--- config.mk ---
export PLATFORM = sky130hd
export DESIGN_NAME = uerr_first_ptr
export DESIGN_NICKNAME = d
export VERILOG_FILES = /design/src/rtl/uerr_first_ptr.sv
export SDC_FILE = /design/constraint.sdc
export NUM_CORES = 1
export LEC_CHECK = 0
export BUFFER_PORTS_ARGS = -buffer_cell sky130_fd_sc_hd__buf_4
export CAP_MARGIN = 20
export CORE_ASPECT_RATIO = 1.2
export CORE_MARGIN = 2
export CORE_UTILIZATION = 50
export CTS_CLUSTER_DIAMETER = 120
export CTS_CLUSTER_SIZE = 30
export DETAILED_ROUTE_END_ITERATION = 7
export GPL_TIMING_DRIVEN = 0
export HOLD_SLACK_MARGIN = 0.02
export PLACE_DENSITY = 0.78
export SKIP_CTS_REPAIR_TIMING = 1
export SYNTH_ARGS = -nofsm -noshare
export SYNTH_HDL_FRONTEND = slang
export SYNTH_SLANG_ARGS = --single-unit
--- constraint.sdc ---
create_clock -name clk -period 2.27 [get_ports clk]
set_input_delay 0.1135 -clock clk [delete_from_list [all_inputs] [get_ports clk]]
set_output_delay 0.1135 -clock clk [all_outputs]
set_load 0.05 [all_outputs]
--- src/rtl/uerr_first_ptr.sv ---
module uerr_first_ptr #(
  parameter int W  = 32,
  parameter int AW = 2,
  localparam int PW = $clog2(W)
) (
  input  logic          clk,
  input  logic          cold_rst_n,
  input  logic          warm_rst_n,
  input  logic [W-1:0]  err_evt,
  input  logic          wr_en,
  input  logic [AW-1:0] wr_addr,
  input  logic [W-1:0]  wr_data,
  input  logic [AW-1:0] rd_addr,
  output logic [W-1:0]  rd_data,
  output logic [W-1:0]  status,
  output logic [PW-1:0] fep,
  output logic          fep_valid
);

  localparam logic [AW-1:0] A_STAT = AW'(0);
  localparam logic [AW-1:0] A_MASK = AW'(1);
  localparam logic [AW-1:0] A_SEV  = AW'(2);
  localparam logic [AW-1:0] A_PTR  = AW'(3);

  logic [W-1:0] mask_q, sev_q;
  logic [W-1:0] clr, status_nxt, new_um, new_f;
  logic         pend_nxt;

  function automatic logic [PW-1:0] top_idx(input logic [W-1:0] v);
    logic [PW-1:0] r;
    r = '0;
    for (int i = 0; i < W; i++)
      if (v[i]) r = PW'(i);
    return r;
  endfunction

  assign clr        = (wr_en && wr_addr == A_STAT) ? wr_data : '0;
  assign status_nxt = (status & ~clr) | err_evt;
  assign new_um     = err_evt & ~mask_q;
  assign new_f      = new_um & sev_q;
  assign pend_nxt   = |(status_nxt & ~mask_q);

  always_ff @(posedge clk or negedge cold_rst_n) begin
    if (!cold_rst_n) status <= '0;
    else             status <= status_nxt;
  end

  always_ff @(posedge clk or negedge cold_rst_n) begin
    if (!cold_rst_n) begin
      mask_q <= '0;
      sev_q  <= '0;
    end else if (!warm_rst_n) begin
      mask_q <= '0;
      sev_q  <= '0;
    end else if (wr_en) begin
      if (wr_addr == A_MASK) mask_q <= wr_data;
      if (wr_addr == A_SEV)  sev_q  <= wr_data;
    end
  end

  always_ff @(posedge clk or negedge cold_rst_n) begin
    if (!cold_rst_n) begin
      fep       <= '0;
      fep_valid <= 1'b0;
    end else if (!fep_valid) begin
      if (|new_um) begin
        fep       <= (|new_f) ? top_idx(new_f) : top_idx(new_um);
        fep_valid <= 1'b1;
      end
    end else if (!pend_nxt) begin
      fep_valid <= 1'b0;
    end else if (!sev_q[fep] && |new_f) begin
      fep <= top_idx(new_f);
    end
  end

  always_comb begin
    case (rd_addr)
      A_STAT:  rd_data = status;
      A_MASK:  rd_data = mask_q;
      A_SEV:   rd_data = sev_q;
      A_PTR:   rd_data = W'({fep_valid, fep});
      default: rd_data = '0;
    endcase
  end

endmodule

---- Yosys cells after proc, flatten, opt, wreduce, memory -nomap -nowiden ----
Index checks and enable logic that the tools add are counted.
W data, S select, Z words.
operators by class
  $lt $le $gt $ge ......................... 1
  equal/unequal tests ..................... 10
  mux-type cells .......................... 80
  bitwise logic cells ..................... 7
  reduce and logical (&&, ||, !) cells .... 12
operators by type and width
  cell                  count
  $mux W5               64
  $mux W32              7
  $and A32 B32 Y32      4
  $pmux W32 S4          1
  $reduce_or A32 Y1     3
  $not A32 Y32          2
  $or A32 B32 Y32       1
  $ne A2 B1 Y1 const B  5
  $eq A2 B2 Y1 const B  3
  $lt A5 B6 Y1 const B  1
  $mux W1               6
  $bmux W1 S5           1
  $eq A2 B1 Y1 const B  2
  $logic_not A2 Y1      2
  $reduce_and A2 Y1     2
  $reduce_and A3 Y1     1
  $logic_and A1 B1 Y1   2
  $mux W2               1
  $reduce_bool A2 Y1    1
  $logic_not A1 Y1      1
storage, ports and cells
  bits in registers ....................... 102
  input port bits ......................... 72
  output and inout bits ................... 70
  logic and storage cells ................. 115

---- Longest topological paths before layout ----
Gate-level depths: netlist of the first run.
  depth in word-level cells ............... 37
  depth in mapped cells ................... 10
  mapped depth without buffers ............ 8

---- Worst setup path before layout of the first run ----
OpenSTA, ideal clock, no wires.
  path kind ............................... register to register
  start ................................... register fep[0]
  end ..................................... register fep[3]
  setup time .............................. 0.128 ns
  arrival ................................. 2.597 ns
  required time ........................... 2.142 ns
  path slack .............................. -0.455 ns
  stages on the path, launching flop included .. 8
  path buffers ............................ 1
  clock period less this slack ............ 2.725 ns
  path through ............................ dfrtp_1 > buf_2 > mux4_2 > mux4_2 > mux2i_1 > a21oi_1 > nand2b_4 > mux2_1
between the ends
  cells in the longest elaborated chain, start to end .. 6
RTL lines
  element                        RTL line  source
  from (decl)                    16        output logic [PW-1:0] fep,
  from (signal assigned)         67        fep <= (|new_f) ? top_idx(new_f) : top_idx(new_um);
  from (signal assigned)         73        fep <= top_idx(new_f);
  $bmux W1 S5                    72        end else if (!sev_q[fep] && |new_f) begin
  $mux W1 (not written as such)  72
  $logic_not A1 Y1               72
  $logic_and A1 B1 Y1            72
  $ne A2 B1 Y1 (no line)         --
  $reduce_and A3 Y1 (no line)    --
No other way between the ends. The select of a mux whose other input is x is not followed.
A chain may end at the register's enable or synchronous reset.

---- Final worst setup path of the first run ----
  start ................................... input port wr_addr[0]
  end ..................................... register fep[3]
between the ends
  cells in the longest elaborated chain, start to end .. 10
RTL lines
  element                      RTL line  source
  from (decl)                  11        input logic [AW-1:0] wr_addr,
  $logic_not A2 Y1             37        assign clr = (wr_en && wr_addr == A_STAT) ? wr_data : '0;
  $logic_and A1 B1 Y1          37
  $mux W32                     37
  $not A32 Y32                 38        assign status_nxt = (status & ~clr) | err_evt;
  $and A32 B32 Y32             38
  $or A32 B32 Y32              38
  $and A32 B32 Y32             41        assign pend_nxt = |(status_nxt & ~mask_q);
  $reduce_or A32 Y1            41
  $ne A2 B1 Y1 (no line)       --
  $reduce_and A3 Y1 (no line)  --
No other way between the ends.

==> results_dict.tcl, run 1 <==
set metrics [dict create \
    ys_async_sr_fraction 1.00 \
    busiest_layer "met2" \
    wl_um 24100 \
    finClkSkew_ns 0.00629 \
    clock_latency_ns 0.35 \
    synth-main-ff-cell "dfrtp_1" \
    endpoint_kind "flop" \
    path_class "in -> reg" \
    worstPathCellList "buf_4 -> clkbuf_1 -> nor3b_4 -> buf_6 -> a311o_1 -> o2111ai_1 -> nor4_2 -> a31o_2 -> inv_2 -> nand2b_4 -> mux2_1" \
    grt_pass1_vias 6286 \
    rows 45 \
    fillCellCount 1026 \
    drt-vias-per-instance 6.51 \
    rr_endpoint "fep[1]$_DFFE_PN0P_" \
    synth_commonest_cells "dfrtp_1 (102), nand2_1 (82), a22o_1 (66)" \
    grt_usage 0.348 \
    tightestPinTransition_ns 0.835 \
    violations "hold timing, setup timing" \
    grt_first_pass_wirelength_um 35800 \
    clkPwrFrac 0.299 \
    fin_crit_sh 1.14 \
    p_int_mw 3.54 \
    synth.ff_latch_count 102 \
    powerDensity_nw_per_um2 653 \
    seqCellArea_um2 2550 \
    synth.distinct_cells 56 \
    hold_class "in -> reg" \
    cp_max_fo 10 \
    num_antenna_cells 0 \
    seq_area_frac_synth 0.403 \
    synth.cell_area_um2 6330 \
    critPathRequiredTime_ns 2.50 \
    placed_cells 966 \
    grt.met2_usage 0.577 \
    hold_violations 2 \
    fp.dieW_um 107 \
    peakVddDrop_uv 549 \
    grt_use_met3 0.0505 \
    fin_nets 926 \
    finalSetupViolCount 5 \
    yosysTopAreaCell "dfrtp_1" \
    clock_path_buffers 2 \
    port_buffers 140 \
    numClockSinks 102 \
    post-route-drc-count 0 \
    fin_total_pwr_mw 5.49 \
    clk_pin_slew_ns 0.07 \
    final_max_slew_viol_count 0 \
    timing.final.ws_setup_ns -0.311 \
    htreeDepth 3 \
    die_height_um 127 \
    cap_viol_max_count 0 \
    synth_top_area_share 0.403 \
    yosysWarningCount 0 \
    hold_ws_ns -0.0105 \
    pwr-share-seq 0.375 \
    postPlaceCellArea_um2 7640 \
    worstPathArrival_ns 2.81 \
    path_buf_inv 4 \
    multi_input_area_um2 3530 \
    core_area_um2 12500 \
    place_congestion 0.985 \
    start_util 0.506 \
    cts_buffers 9 \
    vias 6658 \
    grt_max_degree 56 \
    drtIter0Drc 695 \
    syn_avg_cell_area_um2 9.58 \
    dieArea_um2 13600 \
    final_cells 1023 \
    hold_depth 3 \
    syn_inst 661 \
    combPwrFrac 0.327 \
    final_area_um2 8410 \
    max_freq_ghz 0.388 \
    rsz0062_at_grt "true" \
    crit_family "simple AND/OR/NAND/NOR gates" \
    ys_top_cells_by_area "dfrtp_1 (40%), a22o_1 (9.1%), mux4_2 (5.7%)" \
    finalCriticalPeriod_ns 2.58 \
    r2r-start "fep[0]$_DFFE_PN0P_" \
    reg2reg_depth 7 \
    max_stage_delay_ns 0.38 \
    switching_share 0.355 \
    critPathSlowestCell "nor3b_4" \
    dp_hpwl_um 17400 \
    setup_tns_ns -1.39 \
    max-slew-margin-rel 0.443 \
    ant_nets 0 \
    synth_edf_count 0 \
    synth_most_common_cell "dfrtp_1" \
    grt_overflow_total 0 \
    antenna_found_initial 0 \
    switchingPower_mw 1.95 \
    hold_start "err_evt[19]" \
    outcome "finished with violations" \
    cts_tree "built" \
    cts_root_buffer "clkbuf_16" \
    areaGrowthSynthToFinish_pct 32.9 \
    reg2reg_slack_ns -0.27 \
    dr.pass1.iters 5 \
    ioPinCount 142 \
    holdPathEnd "status[19]$_DFF_PN0_" \
    drt-wirelength-per-cell_um 23.5 \
    synth_nets 733 \
    power.leakage_nw 3.77 \
    start_kind "input pin" \
    drive_gt1_frac 0.228 \
    use_met1 0.462 \
]
==> power by group through the flow <==
| stage | Clock [mW] | Sequential (mW) | Combinational [mW] |
|---|---|---|---|
| after floorplan | 0 | 2.26 | 0.848 |
| after global placement | 0 | 2.08 | 1.65 |
| after detailed placement | 0 | 2.09 | 1.67 |
| after CTS | 1.64 | 2.05 | 1.68 |
| after global routing | 1.72 | 2.07 | 1.87 |
| final | 1.64 | 2.06 | 1.79 |
==> worst min-delay path, cell delays in order <==
cell and delay, ns:
buf_4 0.10, inv_1 0.05, nand2_1 0.05
==> routing by layer <==
metal,part of all wire,wire length [µm]
met5,0,0
met3,0.090,2170
met1,0.38,9170
met4,0.036,867
met2,0.49,11900
==> sequential cells by signal, indices dropped and copies added, names as in the netlist <==
register / cells
fep: 5
fep_valid: 1
mask_q: 32
sev_q: 32
status: 32
==> final cells by class <==
type	instances	area share
buffer	34	0.0199
clock inverter	4	0.00655
timing repair buffer	182	0.177
clock buffer	12	0.0305
tap	164	0.0244
inverter	41	0.0183
sequential	102	0.304
multi-input combinational	484	0.420
==> kinds of logic after synthesis <==
| logic type | synth area share |
|---|---|
| buf+inv | 0.0470 |
| compound gates | 0.229 |
| simple gates | 0.216 |
| mux | 0.105 |
| flops | 0.403 |
==> worst max-delay path by stage <==
stage	start	end	slack, ns	depth (start not counted)
floorplan	fep[0]$_DFFE_PN0P_	fep[3]$_DFFE_PN0P_	-0.20	7
global placement	wr_addr[1]	fep[3]$_DFFE_PN0P_	-1.27	11
detailed placement	wr_addr[1]	fep[3]$_DFFE_PN0P_	-1.34	11
CTS	wr_addr[1]	fep[3]$_DFFE_PN0P_	-0.99	11
global route	wr_addr[0]	fep[3]$_DFFE_PN0P_	-0.35	11
finish	wr_addr[0]	fep[3]$_DFFE_PN0P_	-0.31	11
==> through the flow <==
stage | utilization | hold slack, ns | setup WS [ns]
6_report | 0.673 | -0.0105 | -0.311
5_1_grt | 0.673 | 0.0186 | -0.349
4_1_cts | 0.636 | -0.197 | -0.991
3_5_place_dp | 0.611 | 0.173 | -1.34
3_3_place_gp | 0.609 | 0.329 | -1.27
2_1_floorplan | - | -0.182 | -0.197
==> layout by cell type, fill, tap and decap left out, types with 13 or more instances in the layout <==
| master | synthesis | layout |
|---|---|---|
| a21oi_1 | 25 | 25 |
| a22o_1 | 66 | 66 |
| a311o_1 | 13 | 13 |
| buf_4 | 3 | 145 |
| clkbuf_1 | 27 | 26 |
| dfrtp_1 | 102 | 100 |
| dlygate4sd3_1 | 0 | 38 |
| inv_1 | 40 | 40 |
| mux2i_1 | 27 | 27 |
| mux4_2 | 16 | 16 |
| nand2_1 | 82 | 82 |
| nand3b_1 | 30 | 30 |
| nor2_1 | 33 | 33 |
| nor2b_1 | 29 | 29 |
| o21ai_0 | 37 | 17 |
| o21ai_1 | 0 | 20 |
Note: power is estimated with default switching activity, not from simulation.
==> run 2, diff against run 1 <==
Settings changed: GPL_ROUTABILITY_DRIVEN set to 0, SETUP_SLACK_MARGIN set to 0.15.
==> results_dict.tcl, run 2 (synthesis gave the netlist of run 1 again) <==
set metrics [dict create \
    power.leakage_nw 3.81 \
    outcome "finished with violations" \
    worstPathCellList "buf_4 -> clkbuf_1 -> nor3b_4 -> buf_4 -> a311o_1 -> o2111ai_1 -> nor4_2 -> a31o_2 -> inv_2 -> nand2b_4 -> mux2_4" \
    clock_path_buffers 2 \
    path_class "in -> reg" \
    drt-wirelength-per-cell_um 22.6 \
    fin_nets 929 \
    core_area_um2 12500 \
    timing.final.ws_setup_ns -0.343 \
    reg2reg_depth 7 \
    dp_hpwl_um 16600 \
    areaGrowthSynthToFinish_pct 34.3 \
    hold_depth 3 \
    tightestPinTransition_ns 0.935 \
    drt-vias-per-instance 6.57 \
    port_buffers 140 \
    grt_pass1_vias 6344 \
    post-route-drc-count 0 \
    hold_ws_ns 0.000165 \
    drive_gt1_frac 0.253 \
    hold_violations 0 \
    dieArea_um2 13600 \
    max_stage_delay_ns 0.39 \
    vias 6738 \
    powerDensity_nw_per_um2 646 \
    postPlaceCellArea_um2 7710 \
    endpoint_kind "flop" \
    ant_nets 0 \
    worstPathArrival_ns 2.85 \
    start_kind "input pin" \
    peakVddDrop_uv 484 \
    grt_overflow_total 0 \
    final_area_um2 8500 \
    cts_tree "built" \
    fp.dieW_um 107 \
    htreeDepth 3 \
    drtIter0Drc 700 \
    cts_root_buffer "clkbuf_16" \
    cpMostUsedCell "buf_4" \
    grt_usage 0.333 \
    die_height_um 127 \
    ioPinCount 142 \
    numClockSinks 102 \
    critPathRequiredTime_ns 2.51 \
    rsz0062_at_grt "true" \
    cts_buffers 9 \
    clk_pin_slew_ns 0.07 \
    fin_total_pwr_mw 5.49 \
    critPathSlowestCell "nor3b_4" \
    grt_max_degree 53 \
    layout_common_cells "buf_4 (147), dfrtp_1 (100), nand2_1 (82)" \
    max_freq_ghz 0.383 \
    start_util 0.506 \
    final_common_cell "buf_4" \
    grt_first_pass_wirelength_um 34800 \
    finClkSkew_ns 0.00729 \
    largestRegisters "mask_q: 32 flops, sev_q: 32 flops, status: 32 flops" \
    max-slew-margin-rel 0.377 \
    fin_crit_sh 1.15 \
    hold_class "in -> reg" \
    rows 45 \
    cp_max_fo 10 \
    num_antenna_cells 0 \
    cap_viol_max_count 0 \
    dr.pass1.iters 6 \
    violations "setup timing" \
    finalCriticalPeriod_ns 2.61 \
    final_max_slew_viol_count 0 \
    clock_latency_ns 0.35 \
    dp_slack_ns -1.22 \
    antenna_found_initial 0 \
    wl_um 23200 \
    finalSetupViolCount 5 \
]
## run 2: metal layers
layer / part of all wire / vias to the layer above / wire [µm] / global-route usage
li1: - / 2878 / - / -
met2: 0.48 / 497 / 11100 / 0.540
met1: 0.37 / 3262 / 8700 / 0.426
met5: 0 / - / 0 / 0
met4: 0.046 / 0 / 1060 / 0.156
met3: 0.10 / 101 / 2390 / 0.0724
## run 2: power breakdown
group | switching, mW | internal (mW) | leakage (nW) | total [mW]
Clock | 0.688 | 0.915 | 0.146 | 1.60
Combinational | 1.10 | 0.718 | 2.43 | 1.81
Sequential | 0.151 | 1.92 | 1.24 | 2.07
Total | 1.93 | 3.55 | 3.81 | 5.49
## run 2: through the flow
stage | cells | setup TNS (ns) | utilization
floorplan | 661 | -0.706 | -
global placement | 965 | -12.37 | 0.615
detailed placement | 966 | -13.32 | 0.617
CTS | 982 | -7.99 | 0.641
global route | 1026 | -1.56 | 0.680
finish | 1026 | -1.55 | 0.680
## run 2: worst paths after layout
path	start	end	slack [ns]
max	wr_addr[0]	fep[3]$_DFFE_PN0P_	-0.34
max reg2reg	fep[0]$_DFFE_PN0P_	fep[0]$_DFFE_PN0P_	-0.27
max in group asynchronous	cold_rst_n	mask_q[27]$_DFFE_PN0P_	1.22
min	err_evt[3]	status[3]$_DFF_PN0_	0.0002
min in group asynchronous	cold_rst_n	mask_q[8]$_DFFE_PN0P_	0.35
min reg2reg	status[24]$_DFF_PN0_	status[24]$_DFF_PN0_	0.53
## run 2: area by class of cell
class                   count  area (µm²)
repair buffers            185        1510
plain buffers              34         170
well taps                 164         205
flip-flops and latches    102        2550
clock inverters             3        42.5
clock buffers              13         260
inverters                  41         154
multi-input cells         484        3600
fillers                   967        4000
## run 2: worst max-delay path: cells and delay by family
kind                   cells  cell delay (ns)
AOI/OAI and AO/OA          3             0.81
buffers and inverters      4             0.72
muxes                      1             0.31
and+or+nand+nor            3             0.88
